[src/rtl/spi_ss_pkg.sv]
package spi_ss_pkg;

    typedef enum logic {
        SEL_MANUAL = 1'b0,
        SEL_AUTO   = 1'b1
    } sel_mode_e;

    // half-periods of the fixed part of the suspend gap (6.5 periods)
    localparam int unsigned GAP_BASE_HALVES = 13;

endpackage

[src/rtl/spi_ss_pick.sv]
module spi_ss_pick #(
    parameter int unsigned NUM_SS = 2
) (
    input  logic [NUM_SS-1:0] mask,
    output logic [NUM_SS-1:0] pick
);

    // seen[i]: some lower-numbered line is requested
    logic [NUM_SS-1:0] seen;

    for (genvar i = 0; i < NUM_SS; i++) begin : g_line
        if (i == 0) begin : g_first
            assign seen[i] = 1'b0;
        end else begin : g_rest
            assign seen[i] = seen[i-1] | mask[i-1];
        end
        assign pick[i] = mask[i] & ~seen[i];
    end

endmodule

[src/rtl/spi_ss_gap_timer.sv]
module spi_ss_gap_timer #(
    parameter int unsigned GAP_W      = 4,
    parameter int unsigned BASE_HALVES = spi_ss_pkg::GAP_BASE_HALVES
) (
    input  logic             clk,
    input  logic             rst_n,
    input  logic             xfer_start,
    input  logic             xfer_done,
    input  logic             half_tick,
    input  logic [GAP_W-1:0] gap_cfg,
    output logic             busy,
    output logic             start_ok
);

    localparam int unsigned MAX_HALVES = BASE_HALVES + 2 * ((1 << GAP_W) - 1);
    localparam int unsigned CNT_W      = $clog2(MAX_HALVES + 1);

    typedef struct packed {
        logic             busy;
        logic [CNT_W-1:0] cnt;
    } gap_state_t;

    gap_state_t st_d, st_q;
    logic [CNT_W-1:0] load_len;

    always_comb begin
        load_len = CNT_W'(BASE_HALVES) + (CNT_W'(gap_cfg) << 1);
        st_d = st_q;
        if (xfer_done) begin
            st_d.busy = 1'b0;
        end else if (xfer_start) begin
            st_d.busy = 1'b1;
        end
        if (xfer_done) begin
            st_d.cnt = load_len;
        end else if (half_tick && (st_q.cnt != '0)) begin
            st_d.cnt = st_q.cnt - 1'b1;
        end
    end

    always_ff @(posedge clk or negedge rst_n) begin
        if (!rst_n) begin
            st_q <= '0;
        end else begin
            st_q <= st_d;
        end
    end

    assign busy     = st_q.busy;
    assign start_ok = ~st_q.busy & (st_q.cnt == '0);

    AST_GAP_AFTER_DONE: assert property (@(posedge clk) disable iff (!rst_n)
        xfer_done |=> !start_ok);
    AST_START_BLOCKS: assert property (@(posedge clk) disable iff (!rst_n)
        xfer_start |=> !start_ok);
    AST_CNT_RANGE: assert property (@(posedge clk) disable iff (!rst_n)
        st_q.cnt <= CNT_W'(MAX_HALVES));
    AST_HOLD_NO_TICK: assert property (@(posedge clk) disable iff (!rst_n)
        (!xfer_done && !half_tick && !xfer_start) |=> $stable(start_ok));

endmodule

[src/rtl/spi_ss_level_out.sv]
module spi_ss_level_out #(
    parameter int unsigned NUM_SS = 2
) (
    input  logic [NUM_SS-1:0] asr,
    input  logic              act_high,
    output logic [NUM_SS-1:0] ss_out
);

    for (genvar i = 0; i < NUM_SS; i++) begin : g_pin
        assign ss_out[i] = act_high ? asr[i] : ~asr[i];
    end

endmodule

[src/rtl/spi_ss_ctrl.sv]
module spi_ss_ctrl #(
    parameter int unsigned NUM_SS = 2,
    parameter int unsigned GAP_W  = 4
) (
    input  logic              clk,
    input  logic              rst_n,
    input  logic [NUM_SS-1:0] sel_mask,
    input  logic              auto_mode,
    input  logic              act_high,
    input  logic [GAP_W-1:0]  gap_cfg,
    input  logic              xfer_start,
    input  logic              xfer_done,
    input  logic              half_tick,
    output logic [NUM_SS-1:0] ss_out,
    output logic              start_ok
);

    import spi_ss_pkg::*;

    typedef struct packed {
        logic [NUM_SS-1:0] asr;
    } line_state_t;

    line_state_t       ln_d, ln_q;
    logic [NUM_SS-1:0] pick;
    logic              busy;
    sel_mode_e         mode;

    assign mode = sel_mode_e'(auto_mode);

    spi_ss_pick #(.NUM_SS(NUM_SS)) u_pick (
        .mask (sel_mask),
        .pick (pick)
    );

    spi_ss_gap_timer #(
        .GAP_W       (GAP_W),
        .BASE_HALVES (GAP_BASE_HALVES)
    ) u_gap (
        .clk        (clk),
        .rst_n      (rst_n),
        .xfer_start (xfer_start),
        .xfer_done  (xfer_done),
        .half_tick  (half_tick),
        .gap_cfg    (gap_cfg),
        .busy       (busy),
        .start_ok   (start_ok)
    );

    always_comb begin
        ln_d = ln_q;
        unique case (mode)
            SEL_MANUAL: ln_d.asr = pick;
            SEL_AUTO:   ln_d.asr = ((xfer_start | busy) & ~xfer_done) ? pick : '0;
            default:    ln_d.asr = '0;
        endcase
    end

    always_ff @(posedge clk or negedge rst_n) begin
        if (!rst_n) begin
            ln_q <= '0;
        end else begin
            ln_q <= ln_d;
        end
    end

    spi_ss_level_out #(.NUM_SS(NUM_SS)) u_lvl (
        .asr      (ln_q.asr),
        .act_high (act_high),
        .ss_out   (ss_out)
    );

    AST_ONE_LINE: assert property (@(posedge clk) disable iff (!rst_n)
        $onehot0(ln_q.asr));
    AST_MANUAL_LINE0: assert property (@(posedge clk) disable iff (!rst_n)
        (!auto_mode && sel_mask[0]) |=> ln_q.asr[0]);
    AST_AUTO_RELEASE: assert property (@(posedge clk) disable iff (!rst_n)
        (auto_mode && xfer_done) |=> (ln_q.asr == '0));
    AST_AUTO_IDLE: assert property (@(posedge clk) disable iff (!rst_n)
        (auto_mode && !busy && !xfer_start) |=> (ln_q.asr == '0));
    AST_NO_MASK_IDLE: assert property (@(posedge clk) disable iff (!rst_n)
        (sel_mask == '0) |=> (ln_q.asr == '0));

endmodule

[config.mk]
export PLATFORM = sky130hd
export DESIGN_NAME = spi_ss_ctrl
export DESIGN_NICKNAME = d
export VERILOG_FILES = /design/src/rtl/spi_ss_pkg.sv /design/src/rtl/spi_ss_pick.sv /design/src/rtl/spi_ss_gap_timer.sv /design/src/rtl/spi_ss_level_out.sv /design/src/rtl/spi_ss_ctrl.sv
export SDC_FILE = /design/constraint.sdc
export NUM_CORES = 1
export LEC_CHECK = 0
export CAP_MARGIN = 20
export CORE_AREA = 2 2 39 41
export CTS_BUF_LIST = sky130_fd_sc_hd__clkbuf_8
export CTS_CLUSTER_DIAMETER = 40
export DETAILED_ROUTE_END_ITERATION = 10
export DIE_AREA = 0 0 41 43
export PLACE_DENSITY = 0.75
export RECOVER_POWER = 25
export REMOVE_ABC_BUFFERS = 1
export SLEW_MARGIN = 15
export SYNTH_ARGS = -nofsm -noshare
export SYNTH_HDL_FRONTEND = slang
export SYNTH_HIERARCHICAL = 1
export SYNTH_SLANG_ARGS = --single-unit
[constraint.sdc]
create_clock -name clk -period 2.2 [get_ports clk]
set_input_delay 0.66 -clock clk [delete_from_list [all_inputs] [get_ports clk]]
set_output_delay 0.66 -clock clk [all_outputs]
set_load 0.05 [all_outputs]
### Yosys cells after proc, flatten, opt, wreduce, memory -nomap -nowiden

Index checks and enable logic that the tools add are counted.

| cells by class | value |
|---|---|
| $add $sub $neg | 2 |
| multiply operators | 0 |
| divide/modulo/power cells | 0 |
| order comparisons | 0 |
| equality and inequality tests | 0 |
| shift operators | 0 |
| mux-type cells | 8 |
| bitwise gates (word level) | 10 |
| reduce and logical (&&, ||, !) cells | 5 |

Operator list:

| kind | number |
|---|---|
| 6-bit two-way mux | 2 |
| 4-bit by 5-bit adder with 6-bit output (first input constant) | 1 |
| 6-bit logical NOT | 1 |
| 1-bit inverter | 6 |
| 6-bit nonzero test | 1 |
| 6-bit by 1-bit subtractor with 6-bit output (second input constant) | 1 |
| 1-bit two-way mux | 4 |
| 2-bit case mux with 2 select lines | 1 |
| 2-bit nonzero test | 2 |
| 1-bit bitwise AND | 3 |
| 2-bit two-way mux | 1 |
| 1-bit logical AND | 1 |
| 1-bit bitwise OR | 1 |

| storage, ports and cells | value |
|---|---|
| register bits | 9 |
| bits in latches | 0 |
| bits in writable memories | 0 |
| ROM bits | 0 |
| input bits | 13 |
| output and inout port bits | 3 |
| word-level logic and storage cells | 28 |
| memories | 0 |

### Logic depth before layout (Yosys ltp)

Gate-level depths: netlist of run 1.

| depth | value |
|---|---|
| word-level depth | 4 |
| mapped depth | 6 |

### By module

The synthesis of run 1 kept the hierarchy.

Modules (own cells, without submodules):

| module | times used | cells each | area each (um^2) | sequential area each (um^2) |
|---|---|---|---|---|
| spi_ss_gap_timer | 1 | 54 | 480.5 | 175.2 |
| spi_ss_ctrl | 1 | 6 | 75.1 | 50.0 |
| spi_ss_pick | 1 | 2 | 21.3 | 0.0 |
| spi_ss_level_out | 1 | 2 | 17.5 | 0.0 |

### Worst setup path after synthesis of run 1

OpenSTA, ideal clock, no wires.

| timing | value |
|---|---|
| path kind | register to output |
| from | register u_gap/st_q[0] (netlist bit) |
| to | output start_ok |
| data arrival time | 1680 ps |
| slack | -140 ps |
| stages on the path, launching flop included | 7 |
| path buffers | 1 |
| cell sequence | dfrtp_1 > inv_1 > ha_1 > nor2b_1 > clkbuf_1 > nand2_1 > nor2_1 |

| on the way | value |
|---|---|
| word-level cells in the longest chain between the ends | 2 |

Ends and longest elaborated chain:

| what | line | text |
|---|---|---|
| start: declaration | spi_ss_gap_timer.sv:23 | `gap_state_t st_d, st_q;` |
| start signal: assignment | spi_ss_gap_timer.sv:45 | `st_q <= st_d;` |
| 6-bit logical NOT | spi_ss_gap_timer.sv:50 | `assign start_ok = ~st_q.busy & (st_q.cnt == '0);` |
| 1-bit bitwise AND | spi_ss_gap_timer.sv:50 |  |
| end: declaration | spi_ss_ctrl.sv:15 | `output logic start_ok` |

Every way passes these cells.

### Worst setup path after layout of run 1

Ends and elaborated chain as after synthesis.

==> out/summary.txt, run 1 <==
Die Height -> 43 µm
share of the synthesized area in the top cell type -> 0.379
EDFF count, synth -> 0
hold depth -> 2
multi-input logic area -> 340 µm²
Top FF cell, synth -> dfrtp_1
Layout Area Growth over Synthesis -> 44.4%
I/O pin cnt -> 16
Peak supply drop -> 0.386 mV
R2R setup slack -> 650 ps
largest area contributor in the netlist -> dfrtp_1
H-Tree Depth -> 1
CP Data Arrival Time -> 1430 ps
RSZ-0062 raised after global routing -> false
DR iter-0 viols -> 12
synth top area cells -> dfrtp_1, ha_1, inv_1
post-synthesis area per instance -> 9.29 µm²
top post-synthesis cells by count -> dfrtp_1, inv_1, nor2_1, nand2_1
crit path time final -> 2090 ps
Hold EP -> u_gap/busy
Mapped Area -> 594 µm²
FF-to-FF End -> u_gap/st_q[1]
Std-Cell Rows -> 14
P per Cell Area -> 614 nW/µm²
Yosys cell types -> 32
Layout fillers -> 116
drt via density -> 5.52
starting density of the core -> 0.429
Crit path required time -> 1540 ps
GRT Util Overall -> 0.210
hold-fix buffers at CTS -> 0
DP Area -> 795 µm²
Synth Register Bits -> 9
startpoint type of the worst setup path -> flip-flop
worst r2r path cells -> 6
critical-path maximum fanout -> 4
largest net degree at the start of global routing -> 15
number of global-route vias before repair -> 532
routability cong. -> 0.755
critical path's top delay family -> flip-flops
Max-Cap Viols -> 0
final net count -> 100
die area -> 1760 µm²
fin util -> 0.620
register area share after synthesis -> 0.379
register area -> 225 µm²
# setup viols final -> 0
DP HPWL -> 959 µm
CTS Buf Count -> 3
Via Count -> 546
initial antenna violation count -> 0
Final Non-Filler Cells -> 99
worst path bufs/invs -> 2
Root Buffer -> clkbuf_8
Setup Buffers After CTS -> 0
leakage power -> 0.396 nW
GRT overflow -> 0
first-pass GRT wire length -> 2390 µm
clock latency on the worst-skew pair -> 230 ps
Final Slew Violations -> 0
final hold violation count -> 0
TritonRoute pass-1 iters -> 4
max_slew headroom -> 0.650
Synth Instances -> 64
Ys Warns -> 6
Final period util -> 0.951
Worst Max-Slew Pin Slew -> 523 ps
Total Routed Length -> 1420 µm
Hold Crit Class -> reg2reg
count leader, synth -> dfrtp_1
Chip Width -> 41 µm
status -> finished, final reports clean
Final ANT Viol Nets -> 0
layout cells sized above 1 -> 0.229
cell with the largest stage delay on the worst path -> dfrtp_1
core box area -> 1380 µm²
Post-synth ARST share -> 1.00
CP Capture Type -> output pin
CTS tree -> built
drt wl/cell -> 14.4 µm
Fmax -> 478 MHz
Clock Path Buffers -> 2
Overall Power -> 527 µW
design area -> 858 µm²
hold path start -> u_gap/busy
Setup Crit Path Kind -> reg2out
clk sinks -> 9
crit-path cells -> inv_2 > ha_1 > nor2b_2 > nand2_1 > nor2_2 > buf_12
Clk pin slew, worst setup/hold paths -> 50 ps
Fin Setup TNS -> 0 ps
number of port buffers -> 15
Worst Skew -> 1.16 ps
Ant. Diodes -> 0
DP Cell Count -> 95
DRC Markers -> 0
largest stage delay on the critical path -> 410 ps
R2R Path Start -> u_gap/st_q[0]
==> registers in the layout, summed over array words and instances (netlist names) <==
name,flops
ln_q,2
u_gap/busy,1
u_gap/st_q,6
==> layout by cell type (no fill, tap or decap), drive strengths merged, types with 2 or more instances in the layout <==
cell,synthesis,layout
a22oi,2,2
nor2,7,7
dfrtp,9,9
clkbuf,1,3
inv,7,8
and3,2,2
xnor2,2,2
buf,2,6
nor2b,2,2
nor3,2,2
a21oi,3,3
a31oi,2,2
ha,3,3
a211o,3,3
clkdlybuf4s50,0,10
nand2,4,4
==> layer usage <==
layer  global-route usage  wire, µm  vias to the layer above
met2                0.288       667                       19
met5                    0         0                        -
li1                     -         -                      261
met1                0.274       629                      258
met3               0.0628        64                        8
met4                0.140        60                        0
==> kinds of logic after synthesis <==
| group | after synthesis | synth area share |
|---|---|---|
| flops | 9 | 0.379 |
| fa+ha+maj | 3 | 0.0632 |
| mux | 1 | 0.0168 |
| xor+xnor | 3 | 0.0442 |
| buf+inv | 10 | 0.0821 |
| compound gates | 14 | 0.183 |
| simple gates | 24 | 0.232 |
==> metrics by stage <==
stage | hold slack, ps | setup slack [ps]
detailed placement | 547 | -53.4
global route | 618 | 9.38
CTS | 575 | 40.2
floorplan | 364 | -143
global placement | 501 | -11.0
finish | 570 | 108
==> worst max path at each step <==
stage                  startpoint        end  slack, ps  cells after the start
floorplan           u_gap/st_q[0]   start_ok       -140                      5
global placement         act_high  ss_out[0]        -10                      3
detailed placement       act_high  ss_out[1]        -50                      3
CTS                 u_gap/st_q[0]   start_ok         40                      6
global route        u_gap/st_q[1]   start_ok          9                      6
finish              u_gap/st_q[0]   start_ok        110                      6
==> power breakdown <==
group	internal (mW)	switching, mW	total, mW	leakage (nW)
clock network	0.122	0.0687	0.191	0.0269
logic	0.0720	0.0665	0.138	0.263
registers	0.182	0.0162	0.198	0.106
==> repair_timing <==
action / 4_1_cts / 5_1_grt
endpoints found under the setup margin: 3 / 1
hold endpoints to repair: 0 / 0
pin swaps: 1 / 0
gates resized for setup: 4 / 2
==> cell type report <==
type,instances,share of cell area
Multi-Input combinational cell,45,0.397
Sequential cell,9,0.262
Timing Repair Buffer,18,0.235
Clock buffer,3,0.0481
Inverter,7,0.0306
Tap cell,16,0.0233
Clock inverter,1,0.00437
==> worst reg2reg max path, stage by stage (launching register included) <==
cell	delay, ps
dfrtp_1	400
inv_2	70
ha_1	210
nor2b_2	160
buf_4	150
a211o_1	260
a31oi_1	200
No activity file was read; power rests on OpenSTA's default activity.
==> run 2, diff against run 1 <==
--- a/config.mk
+++ b/config.mk
@@ -12,8 +12,8 @@
 export DETAILED_ROUTE_END_ITERATION = 10
 export DIE_AREA = 0 0 41 43
 export PLACE_DENSITY = 0.75
-export RECOVER_POWER = 25
 export REMOVE_ABC_BUFFERS = 1
+export SETUP_SLACK_MARGIN = 0.4
 export SLEW_MARGIN = 15
 export SYNTH_ARGS = -nofsm -noshare
 export SYNTH_HDL_FRONTEND = slang
==> run 2 against run 1 <==
  * First-iteration DRC count decreased by 50%
  * Setup slack improved by 110 ps
  * Via count increased by 8.1%
  * Non-clock buffer count increased by 7
  * Fmax increased by 5.3%
  * Clock power about the same
  * Routed wire length increased by 17%
  * Core utilization increased by 6.7 points
  * Sequential cell count unchanged
  * Clock skew decreased by 0.58 ps
  * Largest cell class unchanged
  * Critical endpoint unchanged
  * Count of clock-buffer cells in the layout unchanged
  * Sequential power about the same
==> out/summary.txt, run 2 (synthesis results as in run 1) <==
status -> finished, final reports clean
number of port buffers -> 15 (unchanged)
Overall Power -> 563 µW (+6.7%)
starting density of the core -> 0.429 (unchanged)
drt wl/cell -> 15.6 µm (+8.9%)
max_slew headroom -> 0.641 (-0.00963)
die area -> 1760 µm² (unchanged)
Layout Area Growth over Synthesis -> 60.0%
leakage power -> 0.443 nW (+12%)
initial antenna violation count -> 0 (unchanged)
DP Cell Count -> 95 (unchanged)
most frequent cells in the layout -> buf_4, clkdlybuf4s50_1, dfrtp_1
DR iter-0 viols -> 6 (-6)
final hold violation count -> 0 (unchanged)
Chip Width -> 41 µm (unchanged)
CP Data Arrival Time -> 1330 ps (-100 ps)
Std-Cell Rows -> 14 (unchanged)
CTS Buf Count -> 3 (unchanged)
Max-Cap Viols -> 0 (unchanged)
Final Non-Filler Cells -> 106 (+7.1%)
hold depth -> 2 (unchanged)
Via Count -> 590 (+8.1%)
DP HPWL -> 959 µm (unchanged)
Worst Skew -> 0.578 ps (-0.579 ps)
Peak supply drop -> 0.390 mV (+1.0%)
routability cong. -> 0.755 (unchanged)
Root Buffer -> clkbuf_8
P per Cell Area -> 592 nW/µm² (-3.7%)
H-Tree Depth -> 1 (unchanged)
commonest non-fill, non-tap cell in the layout -> buf_4
Crit path required time -> 1540 ps (about the same)
RSZ-0062 raised after global routing -> true
Clock Path Buffers -> 2 (unchanged)
max reg flops -> 6 (unchanged)
CP Capture Type -> output pin
first-pass GRT wire length -> 2660 µm (+11%)
TritonRoute pass-1 iters -> 4 (unchanged)
largest net degree at the start of global routing -> 15 (unchanged)
Fmax -> 503 MHz (+5.3%)
drt via density -> 5.57 (+0.92%)
GRT Util Overall -> 0.233 (+0.0224)
Die Height -> 43 µm (unchanged)
final net count -> 107 (+7.0%)
layout cells sized above 1 -> 0.333 (+0.104)
core box area -> 1380 µm² (unchanged)
critical-path maximum fanout -> 2 (-2)
number of global-route vias before repair -> 583 (+9.6%)
I/O pin cnt -> 16 (unchanged)
clock latency on the worst-skew pair -> 230 ps (about the same)
# setup viols final -> 0 (unchanged)
Reg with most FFs -> u_gap/st_q
Hold Crit Class -> reg2reg
Setup Crit Path Kind -> reg2out
Final period util -> 0.903 (-0.0478)
worst r2r path cells -> 5 (-1)
Worst Hold Slack -> 600 ps (+29.8 ps)
DRC Markers -> 0 (unchanged)
Final Slew Violations -> 0 (unchanged)
crit path time final -> 1990 ps (-105 ps)
Fin Setup TNS -> 0 ps (unchanged)
startpoint type of the worst setup path -> flip-flop
clk sinks -> 9 (unchanged)
GRT overflow -> 0 (unchanged)
Ant. Diodes -> 0 (unchanged)
Clk pin slew, worst setup/hold paths -> 50 ps (about the same)
Total Routed Length -> 1660 µm (+17%)
Worst Max-Slew Pin Slew -> 538 ps (+15.2 ps)
Final ANT Viol Nets -> 0 (unchanged)
CTS tree -> built
==> run 2: path summary, 6_finish.rpt <==
kind | from | end | slack (ps)
hold / removal | u_gap/busy | u_gap/busy | 600
max in group asynchronous | rst_n | u_gap/st_q[5] | 1170
hold reg to reg | u_gap/busy | u_gap/busy | 600
setup / recovery | u_gap/st_q[0] | start_ok | 210
setup reg to reg | u_gap/st_q[0] | u_gap/st_q[3] | 600
min in group asynchronous | rst_n | u_gap/st_q[2] | 730
==> run 2: routing by layer <==
layer / part of all wire / wire (µm) / vias up / global-route usage
li1: - / - / 276 / -
met1: 0.42 / 695 / 287 / 0.288
met2: 0.49 / 819 / 19 / 0.341
met3: 0.048 / 80 / 8 / 0.0628
met4: 0.037 / 61 / 0 / 0.147
met5: 0 / 0 / - / 0
==> run 2: critical path, stage by stage (launching register included) <==
cell and delay [ps]:
dfrtp_1 390, inv_2 100, ha_4 130, nor2b_4 140
nand2_2 70, nor2_4 110, buf_12 140
==> run 2: through the flow <==
| stage | area, µm² | util | setup slack (ps) |
|---|---|---|---|
| 2_1_floorplan | 572 | - | -143 |
| 3_3_place_gp | 795 | 0.574 | -11.0 |
| 3_5_place_dp | 795 | 0.574 | -53.4 |
| 4_1_cts | 901 | 0.651 | 208 |
| 5_1_grt | 951 | 0.687 | 146 |
| 6_report | 951 | 0.687 | 213 |
==> run 2: layout make-up <==
class	instances	area [µm²]
fillers	98	433
multi-input cells	45	377
repair buffers	25	258
flip-flops and latches	9	225
clock buffers	3	41.3
inverters	7	26.3
well taps	16	20.0
clock inverters	1	3.75
==> run 2: timing repair <==
item,in CTS,in global routing
pin swaps,4,3
buffers inserted,3,4
gates resized for setup,16,4
hold buffers,0,0
hold endpoints to repair,0,0
cloned,0,0
endpoints found under the setup margin,4,5
==> run 2: power by group <==
group / internal, mW / leakage (nW) / switching [mW]
Sequential: 0.182 / 0.106 / 0.0167
Clock: 0.122 / 0.0269 / 0.0705
Combinational: 0.0930 / 0.310 / 0.0786
Total: 0.397 / 0.443 / 0.166
